==> config.mk <==
export PLATFORM = sky130hd
export DESIGN_NAME = gpio_irq_ctrl
export DESIGN_NICKNAME = d
export VERILOG_FILES = /design/src/rtl/gpio_irq_pkg.sv /design/src/rtl/gpio_irq_sync.sv /design/src/rtl/gpio_irq_detect.sv /design/src/rtl/gpio_irq_regs.sv /design/src/rtl/gpio_irq_ctrl.sv
export SDC_FILE = /design/constraint.sdc
export NUM_CORES = 1
export LEC_CHECK = 0
export ABC_AREA = 1
export CAP_MARGIN = 20
export CORE_MARGIN = 2
export CORE_UTILIZATION = 61
export DETAILED_ROUTE_END_ITERATION = 8
export GPL_ROUTABILITY_DRIVEN = 1
export GPL_TIMING_DRIVEN = 1
export PLACE_DENSITY = 0.86
export REMOVE_ABC_BUFFERS = 1
export SKIP_CTS_REPAIR_TIMING = 1
export SLEW_MARGIN = 20
export SYNTH_ARGS = -nofsm -noshare
export SYNTH_HDL_FRONTEND = slang
export SYNTH_HIERARCHICAL = 1
export SYNTH_SLANG_ARGS = --single-unit
==> constraint.sdc <==
create_clock -name clk -period 2.2 [get_ports clk]
set_input_delay 0.33 -clock clk [delete_from_list [all_inputs] [get_ports clk]]
set_output_delay 0.33 -clock clk [all_outputs]
set_load 0.02 [all_outputs]
==> src/rtl/gpio_irq_pkg.sv <==
package gpio_irq_pkg;

    localparam int DATA_W = 32;

    // Word index of each register (byte offset / 4); software depends on these.
    typedef enum logic [3:0] {
        SEL_LEVEL = 4'd0,
        SEL_DIR   = 4'd1,
        SEL_IEN   = 4'd2,
        SEL_ISTAT = 4'd3,
        SEL_IPEND = 4'd4,
        SEL_ICLR  = 4'd5,
        SEL_MODE  = 4'd6,
        SEL_POL   = 4'd7,
        SEL_NONE  = 4'd15
    } reg_sel_e;

    typedef struct packed {
        logic edge_mode;  // 1: edge, 0: level
        logic polarity;   // level: 1 high-active; edge: 1 falling
    } trig_cfg_t;

    function automatic reg_sel_e decode_addr(input logic [29:0] widx, input logic [1:0] lsb);
        reg_sel_e sel;
        sel = SEL_NONE;
        if (lsb == 2'b00) begin
            case (widx)
                30'd0:   sel = SEL_LEVEL;
                30'd1:   sel = SEL_DIR;
                30'd2:   sel = SEL_IEN;
                30'd3:   sel = SEL_ISTAT;
                30'd4:   sel = SEL_IPEND;
                30'd5:   sel = SEL_ICLR;
                30'd6:   sel = SEL_MODE;
                30'd7:   sel = SEL_POL;
                default: sel = SEL_NONE;
            endcase
        end
        return sel;
    endfunction

    function automatic logic trig_event(input trig_cfg_t cfg, input logic cur, input logic prev);
        logic hit;
        if (cfg.edge_mode)
            hit = cfg.polarity ? (prev & ~cur) : (cur & ~prev);
        else
            hit = (cur == cfg.polarity);
        return hit;
    endfunction

endpackage

==> src/rtl/gpio_irq_sync.sv <==
module gpio_irq_sync #(
    parameter int W = 32
) (
    input  logic         clk,
    input  logic         rst,
    input  logic [W-1:0] async_in,
    output logic [W-1:0] sync_out
);
    logic [W-1:0] meta_q;
    logic [W-1:0] stable_q;

    always_ff @(posedge clk) begin
        if (rst) begin
            meta_q   <= '0;
            stable_q <= '0;
        end else begin
            meta_q   <= async_in;
            stable_q <= meta_q;
        end
    end

    assign sync_out = stable_q;
endmodule

==> src/rtl/gpio_irq_detect.sv <==
module gpio_irq_detect
    import gpio_irq_pkg::*;
#(
    parameter int NPINS = 32
) (
    input  logic             clk,
    input  logic             rst,
    input  logic [NPINS-1:0] level,
    input  logic [NPINS-1:0] mode,
    input  logic [NPINS-1:0] pol,
    output logic [NPINS-1:0] evt
);
    logic [NPINS-1:0] prev_q;

    always_ff @(posedge clk) begin
        if (rst) prev_q <= '0;
        else     prev_q <= level;
    end

    for (genvar i = 0; i < NPINS; i++) begin : g_pin
        trig_cfg_t cfg;
        assign cfg.edge_mode = mode[i];
        assign cfg.polarity  = pol[i];
        assign evt[i] = trig_event(cfg, level[i], prev_q[i]);
    end
endmodule

==> src/rtl/gpio_irq_regs.sv <==
module gpio_irq_regs
    import gpio_irq_pkg::*;
#(
    parameter int NPINS  = 32,
    parameter int ADDR_W = 6
) (
    input  logic              clk,
    input  logic              rst,
    input  logic [ADDR_W-1:0] bus_addr,
    input  logic              bus_we,
    input  logic [DATA_W-1:0] bus_wdata,
    input  logic              bus_re,
    output logic [DATA_W-1:0] bus_rdata,
    input  logic [NPINS-1:0]  level,
    input  logic [NPINS-1:0]  evt,
    output logic [NPINS-1:0]  out_q,
    output logic [NPINS-1:0]  dir_q,
    output logic [NPINS-1:0]  en_q,
    output logic [NPINS-1:0]  mode_q,
    output logic [NPINS-1:0]  pol_q,
    output logic [NPINS-1:0]  stat_q
);
    reg_sel_e         sel;
    logic [NPINS-1:0] wbits;
    logic [NPINS-1:0] clr_mask;
    logic [NPINS-1:0] pick;

    assign sel      = decode_addr(30'(bus_addr[ADDR_W-1:2]), bus_addr[1:0]);
    assign wbits    = bus_wdata[NPINS-1:0];
    assign clr_mask = (bus_we && sel == SEL_ICLR) ? wbits : '0;

    always_ff @(posedge clk) begin
        if (rst) begin
            out_q  <= '0;
            dir_q  <= '1;
            en_q   <= '0;
            mode_q <= '1;
            pol_q  <= '0;
            stat_q <= '0;
        end else begin
            if (bus_we) begin
                case (sel)
                    SEL_LEVEL: out_q  <= wbits;
                    SEL_DIR:   dir_q  <= wbits;
                    SEL_IEN:   en_q   <= wbits;
                    SEL_MODE:  mode_q <= wbits;
                    SEL_POL:   pol_q  <= wbits;
                    default:   ;
                endcase
            end
            // a fresh event outranks a clear in the same cycle
            stat_q <= evt | (stat_q & ~clr_mask);
        end
    end

    always_comb begin
        pick = '0;
        if (bus_re) begin
            case (sel)
                SEL_LEVEL: pick = level;
                SEL_DIR:   pick = dir_q;
                SEL_IEN:   pick = en_q;
                SEL_ISTAT: pick = stat_q;
                SEL_IPEND: pick = stat_q & en_q;
                SEL_MODE:  pick = mode_q;
                SEL_POL:   pick = pol_q;
                default:   pick = '0;
            endcase
        end
        bus_rdata = '0;
        bus_rdata[NPINS-1:0] = pick;
    end
endmodule

==> src/rtl/gpio_irq_ctrl.sv <==
module gpio_irq_ctrl
    import gpio_irq_pkg::*;
#(
    parameter int NPINS  = 32,
    parameter int ADDR_W = 6
) (
    input  logic              clk,
    input  logic              rst,
    input  logic [ADDR_W-1:0] bus_addr,
    input  logic              bus_we,
    input  logic [31:0]       bus_wdata,
    input  logic              bus_re,
    output logic [31:0]       bus_rdata,
    input  logic [NPINS-1:0]  pin_in,
    output logic [NPINS-1:0]  pin_out,
    output logic [NPINS-1:0]  pin_oe,
    output logic              irq
);
    logic [NPINS-1:0] sync_w;
    logic [NPINS-1:0] level_w;
    logic [NPINS-1:0] evt_w;
    logic [NPINS-1:0] out_w, dir_w, en_w, mode_w, pol_w, stat_w;

    gpio_irq_sync #(.W(NPINS)) u_sync (
        .clk(clk), .rst(rst), .async_in(pin_in), .sync_out(sync_w)
    );

    // inputs read from the synchronizer, outputs from their own driver bit
    assign level_w = (dir_w & sync_w) | (~dir_w & out_w);

    gpio_irq_detect #(.NPINS(NPINS)) u_detect (
        .clk(clk), .rst(rst), .level(level_w),
        .mode(mode_w), .pol(pol_w), .evt(evt_w)
    );

    gpio_irq_regs #(.NPINS(NPINS), .ADDR_W(ADDR_W)) u_regs (
        .clk(clk), .rst(rst),
        .bus_addr(bus_addr), .bus_we(bus_we), .bus_wdata(bus_wdata),
        .bus_re(bus_re), .bus_rdata(bus_rdata),
        .level(level_w), .evt(evt_w),
        .out_q(out_w), .dir_q(dir_w), .en_q(en_w),
        .mode_q(mode_w), .pol_q(pol_w), .stat_q(stat_w)
    );

    assign pin_out = out_w;
    assign pin_oe  = ~dir_w;
    assign irq     = |(stat_w & en_w);
endmodule

# Word-level counts from Yosys, hierarchy flattened
# Memory sizes are Yosys's and may differ from the RTL's.
# Index checks and enable logic that the tools add are counted.
# op_classes
n_eq_ne	39
mux	69
bitwise_logic	136
n_reduce_logical	9
# op_table
operator	count
case mux 32 bit (7 select lines)	1
AND 32 bit	4
AND 1 bit	64
2-to-1 mux 1 bit	64
2-to-1 mux 32 bit	2
NOT 1 bit	64
NOT 32 bit	2
OR 32 bit	2
== test 1 bit	32
OR reduction 32 bit	1
== test 4 x 3 -> 1 bit (second input constant)	4
AND reduction 2 bit	5
== test 4 x 2 -> 1 bit (second input constant)	2
2-to-1 mux 4 bit	2
== test 4 x 1 -> 1 bit (second input constant)	1
logical NOT 4 bit	1
logical NOT 2 bit	1
logical AND 1 bit	1
# word_totals
register_bits	288
romBits	24
input_bits	74
out_inout_bits	97
wordCells	263
n_memories	1
# mem_list
name	depth	word_bits	read_ports	rd_ports_with_merged_regs	write_ports	line	source
(no name shown)	8	3	1	0	0	gpio_irq_pkg.sv:27	case (widx)

# Longest topological paths before layout
# An unclocked memory read counts as a cell.
# logic_depth
depth_word	9
ltp_mapped	10
mapped_depth_nobuf	10

# Modules after synthesis
# Netlist, hierarchy kept.
# by_module_without_submodules
mod	instances	cells_per_inst	area_each_um2	seq_area_each_um2
gpio_irq_regs	1	1290	9049.9	3843.7
gpio_irq_detect	1	579	2716.4	640.6
gpio_irq_sync	1	199	1840.5	1281.2
gpio_irq_ctrl	1	191	716.9	0.0

# Worst setup path after synthesis
# OpenSTA, ideal clock, no wires.
# synth_timing
path_type	input to output
startpoint	input bus_addr[0]
endpoint	output bus_rdata[10]
arrival_ns	1.489
path_slack_ns	0.381
cell_stages	9
cell_sequence	inv_1 > nand2_1 > nor2_1 > buf_2 > buf_2 > nand3_1 > nand2_1 > nor2_1 > a21oi_1
# synth_between
elab_chain_cells	5
# synth_lines
item	line	source
start, declared	gpio_irq_ctrl.sv:9	input logic [ADDR_W-1:0] bus_addr,
logical NOT 2 bit *	gpio_irq_pkg.sv:26	if (lsb == 2'b00) begin
2-to-1 mux 4 bit *	gpio_irq_pkg.sv:26	
== test 4 x 3 -> 1 bit, or another cell as far along	gpio_irq_regs.sv:59	case (sel)
case mux 32 bit (7 select lines) *	gpio_irq_regs.sv:59	
2-to-1 mux 32 bit *	gpio_irq_regs.sv:58	if (bus_re) begin
end, declared	gpio_irq_ctrl.sv:13	output logic [31:0] bus_rdata,
# Mark *: on every way between the ends. The rest lies on a longest branch, timed or not.

# Worst setup path after layout
# layout_timing
startpoint	input bus_addr[0]
endpoint	output bus_rdata[11]
# Same word-level chain as after synthesis.

==> summary.md <==
The run finished, with violations left. The final reports fail on setup timing. The path class of the tightest hold or removal check is input pin to flip-flop. Entering global routing, the biggest net connects 129 pins.

The run gives 8690 µW as the cell-internal power. Max-cap violation count: 0. 0 antenna diodes ended up in the layout.

IR analysis of the VDD net gives a maximum drop of 0.000523 V. The violation count after the first detailed-routing iteration was 1,391; the via count normalized by instance count was 5.51. The smallest setup slack after layout was -0.0420 ns; the net switching share of the total power was 0.242. For this run, the number of Yosys warnings is 6. The tools report the arrival time at the worst endpoint as 1.91 ns. The transition time at the pin with the least slew margin works out to 0.684 ns. For the power share of the combinational group, the log shows 0.076. Of all nets on the critical path, the largest fanout is 13. Setup violations remaining at the end of the flow were counted as 4.

The multiplexer share of the synthesized area works out to 0. For the post-route worst hold slack, the log shows 0.123 ns. The critical path goes through dlymetal6s2s_1 > nor2_4 > nand2_4 > nor2_4 > nand2_4 > buf_8 > nor2_1 > nor2_1 > a21oi_2 > buf_6. For this design, the slowest cell found on the critical path is sky130_fd_sc_hd__nor2_4. The floorplan step set the die width to 157 µm.

The tools report the count of distinct cell types in the synthesized netlist as 21. The post-synthesis adder-cell area fraction is 0, and the aggregate global routing overflow is 0. After clock tree synthesis, the clock-pin slew on the worst setup and hold paths is 0.06 ns. For this design the total switching power over the nets is 2770 µW. The clock passes through at most 3 buffers. Headroom to the max-slew limit: 0.544.

The number of global-route vias before repair was 14.0k. The tools report the total routing resource utilization after global routing as 0.317. The total via count after detailed routing was 15.2k; the minimum clock period was 2.24 ns. The area growth from synthesis to layout is 24.1%. After filler insertion, the fill cell instance count of the layout stands at 1,759.

The count of input and output buffers came out at 170. Post-synthesis area per instance: 6.34 µm². The CTS buffer count came out at 30. Clock network power share: 0.449. The weighted congestion at the end of routability-driven global placement was 0.855; the delay of the slowest cell on the worst path was 0.22 ns.

After detailed routing, the average wire length per cell comes to 15.3 µm. The run gives 1.87 ns as the endpoint required time on the critical path. The first global-routing pass estimated 64.8 mm of wire. The count of nets left with antenna violations after detail routing is 0.

STA classifies the critical path startpoint as an input pin. The number of antenna violations at the first check in global routing was 0; the overall die area was 0.0247 mm². The count of final hold-check violations was 0; the boundary pin count was 171.

The synthesized-area fraction occupied by ao, oa, aoi and oai cells is 0.134. The number of core rows was 56; the layout cell share with drive strength beyond 1 was 0.0796. The initial core utilization is 0.616. Setup repair after global routing could not meet its margin everywhere.

The flip-flop and latch count after synthesis came out at 288. The share of power burned in registers came out at 0.474. The simple-gate area share of the yosys netlist was 0.327. The master cell of the clock root buffer is sky130_fd_sc_hd__clkbuf_16. The floorplan step defined a core boundary enclosing 0.0233 mm².

The xor and xnor fraction of the mapped netlist area is 0. In the routed design, unresolved DRC markers number 0. Prior to clock tree synthesis, the placed netlist has a worst setup slack of -0.742 ns. TritonCTS built the clock tree.

The max-slew violation count came out at 0. The cell class contributing the biggest share of worst-path delay is simple AND/OR/NAND/NOR gates. The clock net sink count is 288. The final layout contains 2,486 nets. The detailed-routing iteration count for the pre-antenna-repair pass came out at 7. The leakage power figure is 0.00929 µW. For the H-tree depth reported by CTS, the log shows 1. The HPWL after detailed placement is 25.8 mm, and the overall routed net length is 42.1 mm. The die is 157 µm tall. The worst setup path is captured at an output pin.

At the later pin of the worst-skew pair, clock insertion delay measures 0.56 ns. The logs give 0.0143 mm² for the post-synth design cell area and 0.403 for the sequential fraction of the synthesis area. The critical path contains buffers and inverters numbering 3 combined. Combinational family with the most area after synthesis: simple AND/OR/NAND/NOR gates. The run gives 2,259 as the cell count after synthesis. By startpoint and endpoint, the worst setup path is classified as input pin to output pin. The maximum clock frequency was 0.446 GHz. For this design the ratio of total power to cell area is 645 mW/mm².

The ratio of final minimum period to clock period is 1.02. For the final database, setup skew stands at 0.0124 ns.
-- cells by family (layout without fill, tap and decap cells) --
kind of cell | count (synthesis) | after routing
DFF | 288 | 288
buffers and inverters | 475 | 652
AOI/OAI and AO/OA | 352 | 352
and+or+nand+nor | 1144 | 1144
-- cells in the final DEF, fill, tap and decap left out, types with 9 or more instances in the layout --
| cell | n |
|---|---|
| sky130_fd_sc_hd__nand3_1 | 118 |
| sky130_fd_sc_hd__a21oi_1 | 142 |
| sky130_fd_sc_hd__nand4_1 | 64 |
| sky130_fd_sc_hd__o211ai_1 | 64 |
| sky130_fd_sc_hd__nor2_1 | 202 |
| sky130_fd_sc_hd__clkinv_2 | 11 |
| sky130_fd_sc_hd__inv_1 | 357 |
| sky130_fd_sc_hd__nor2_4 | 9 |
| sky130_fd_sc_hd__buf_12 | 23 |
| sky130_fd_sc_hd__a21oi_2 | 18 |
| sky130_fd_sc_hd__o21ai_0 | 118 |
| sky130_fd_sc_hd__dfxtp_1 | 288 |
| sky130_fd_sc_hd__nand2_1 | 740 |
| sky130_fd_sc_hd__o21ai_1 | 10 |
| sky130_fd_sc_hd__buf_4 | 59 |
| sky130_fd_sc_hd__clkdlybuf4s50_1 | 130 |
| sky130_fd_sc_hd__clkbuf_16 | 34 |
-- layer usage --
layer	share of wire	vias up	global-route usage	routed length [µm]
met3	0.097	153	0.0534	4070
met2	0.48	792	0.551	20300
met5	0	-	0	0
met1	0.39	6879	0.387	16300
met4	0.035	0	0.134	1460
li1	-	7347	-	-
-- sequential cells by signal, indices dropped and copies added, names as in the netlist --
signal           flops
u_regs/out_q        32
u_detect/prev_q     32
u_sync/meta_q       32
u_regs/dir_q        32
u_regs/stat_q       32
u_regs/mode_q       32
u_sync/sync_out     32
u_regs/en_q         32
u_regs/pol_q        32
-- metrics by stage --
step	setup TNS, ns	instances	cell area [µm²]	util	total power (µW)
after floorplan	-294.99	2144	13700	-	5960
after global placement	-24.41	2691	16500	0.711	6340
after detailed placement	-31.04	2691	16500	0.711	6370
after CTS	-23.26	2747	17600	0.755	11400
after global routing	-1.12	2755	17800	0.764	11800
final	-0.0575	2755	17800	0.764	11500
-- cells in the mapped netlist, drive strengths merged --
cell type / n / area, µm²
inv: 360 / 1350
clkbuf: 40 / 150
o211ai: 64 / 480
dfxtp: 288 / 5770
a21oi: 160 / 801
nor3: 1 / 16.3
nand3: 119 / 601
nand2: 746 / 2810
nor2: 214 / 853
nand4: 64 / 400
buf: 75 / 457
o21ai: 128 / 641
-- power groups by stage --
stage	combinational (µW)	sequential (µW)	clock, µW
floorplan	430	5530	0
global placement	795	5540	0
detailed placement	821	5550	0
CTS	831	5430	5180
global route	958	5450	5400
finish	876	5440	5150
-- worst paths after layout --
check                                              startpoint                        endpoint  slack, ns  cells after the start
worst min register to register   u_sync/meta_q[26]$_SDFF_PP0_  u_sync/sync_out[26]$_SDFF_PP0_       0.40                      2
worst min-delay path                                      rst   u_regs/dir_q[15]$_SDFFE_PP1P_       0.12                      3
worst max-delay path                              bus_addr[0]                   bus_rdata[11]      -0.04                     10
worst max register to register  u_regs/dir_q[11]$_SDFFE_PP1P_    u_regs/stat_q[11]$_SDFF_PP0_       0.87                     10
-- worst min-delay path, stage by stage --
cell and delay (ns):
sky130_fd_sc_hd__buf_4 0.11, sky130_fd_sc_hd__inv_4 0.09, sky130_fd_sc_hd__o211ai_1 0.10
-- area by class of cell --
type	count	area, µm²	share of cell area
multi-input cells	1496	6720	0.378
flip-flops and latches	288	5770	0.324
repair buffers	236	2520	0.142
inverters	360	1350	0.0762
clock buffers	39	866	0.0487
well taps	319	399	0.0225
clock inverters	17	146	0.00824
(Power assumes the default switching activity.)
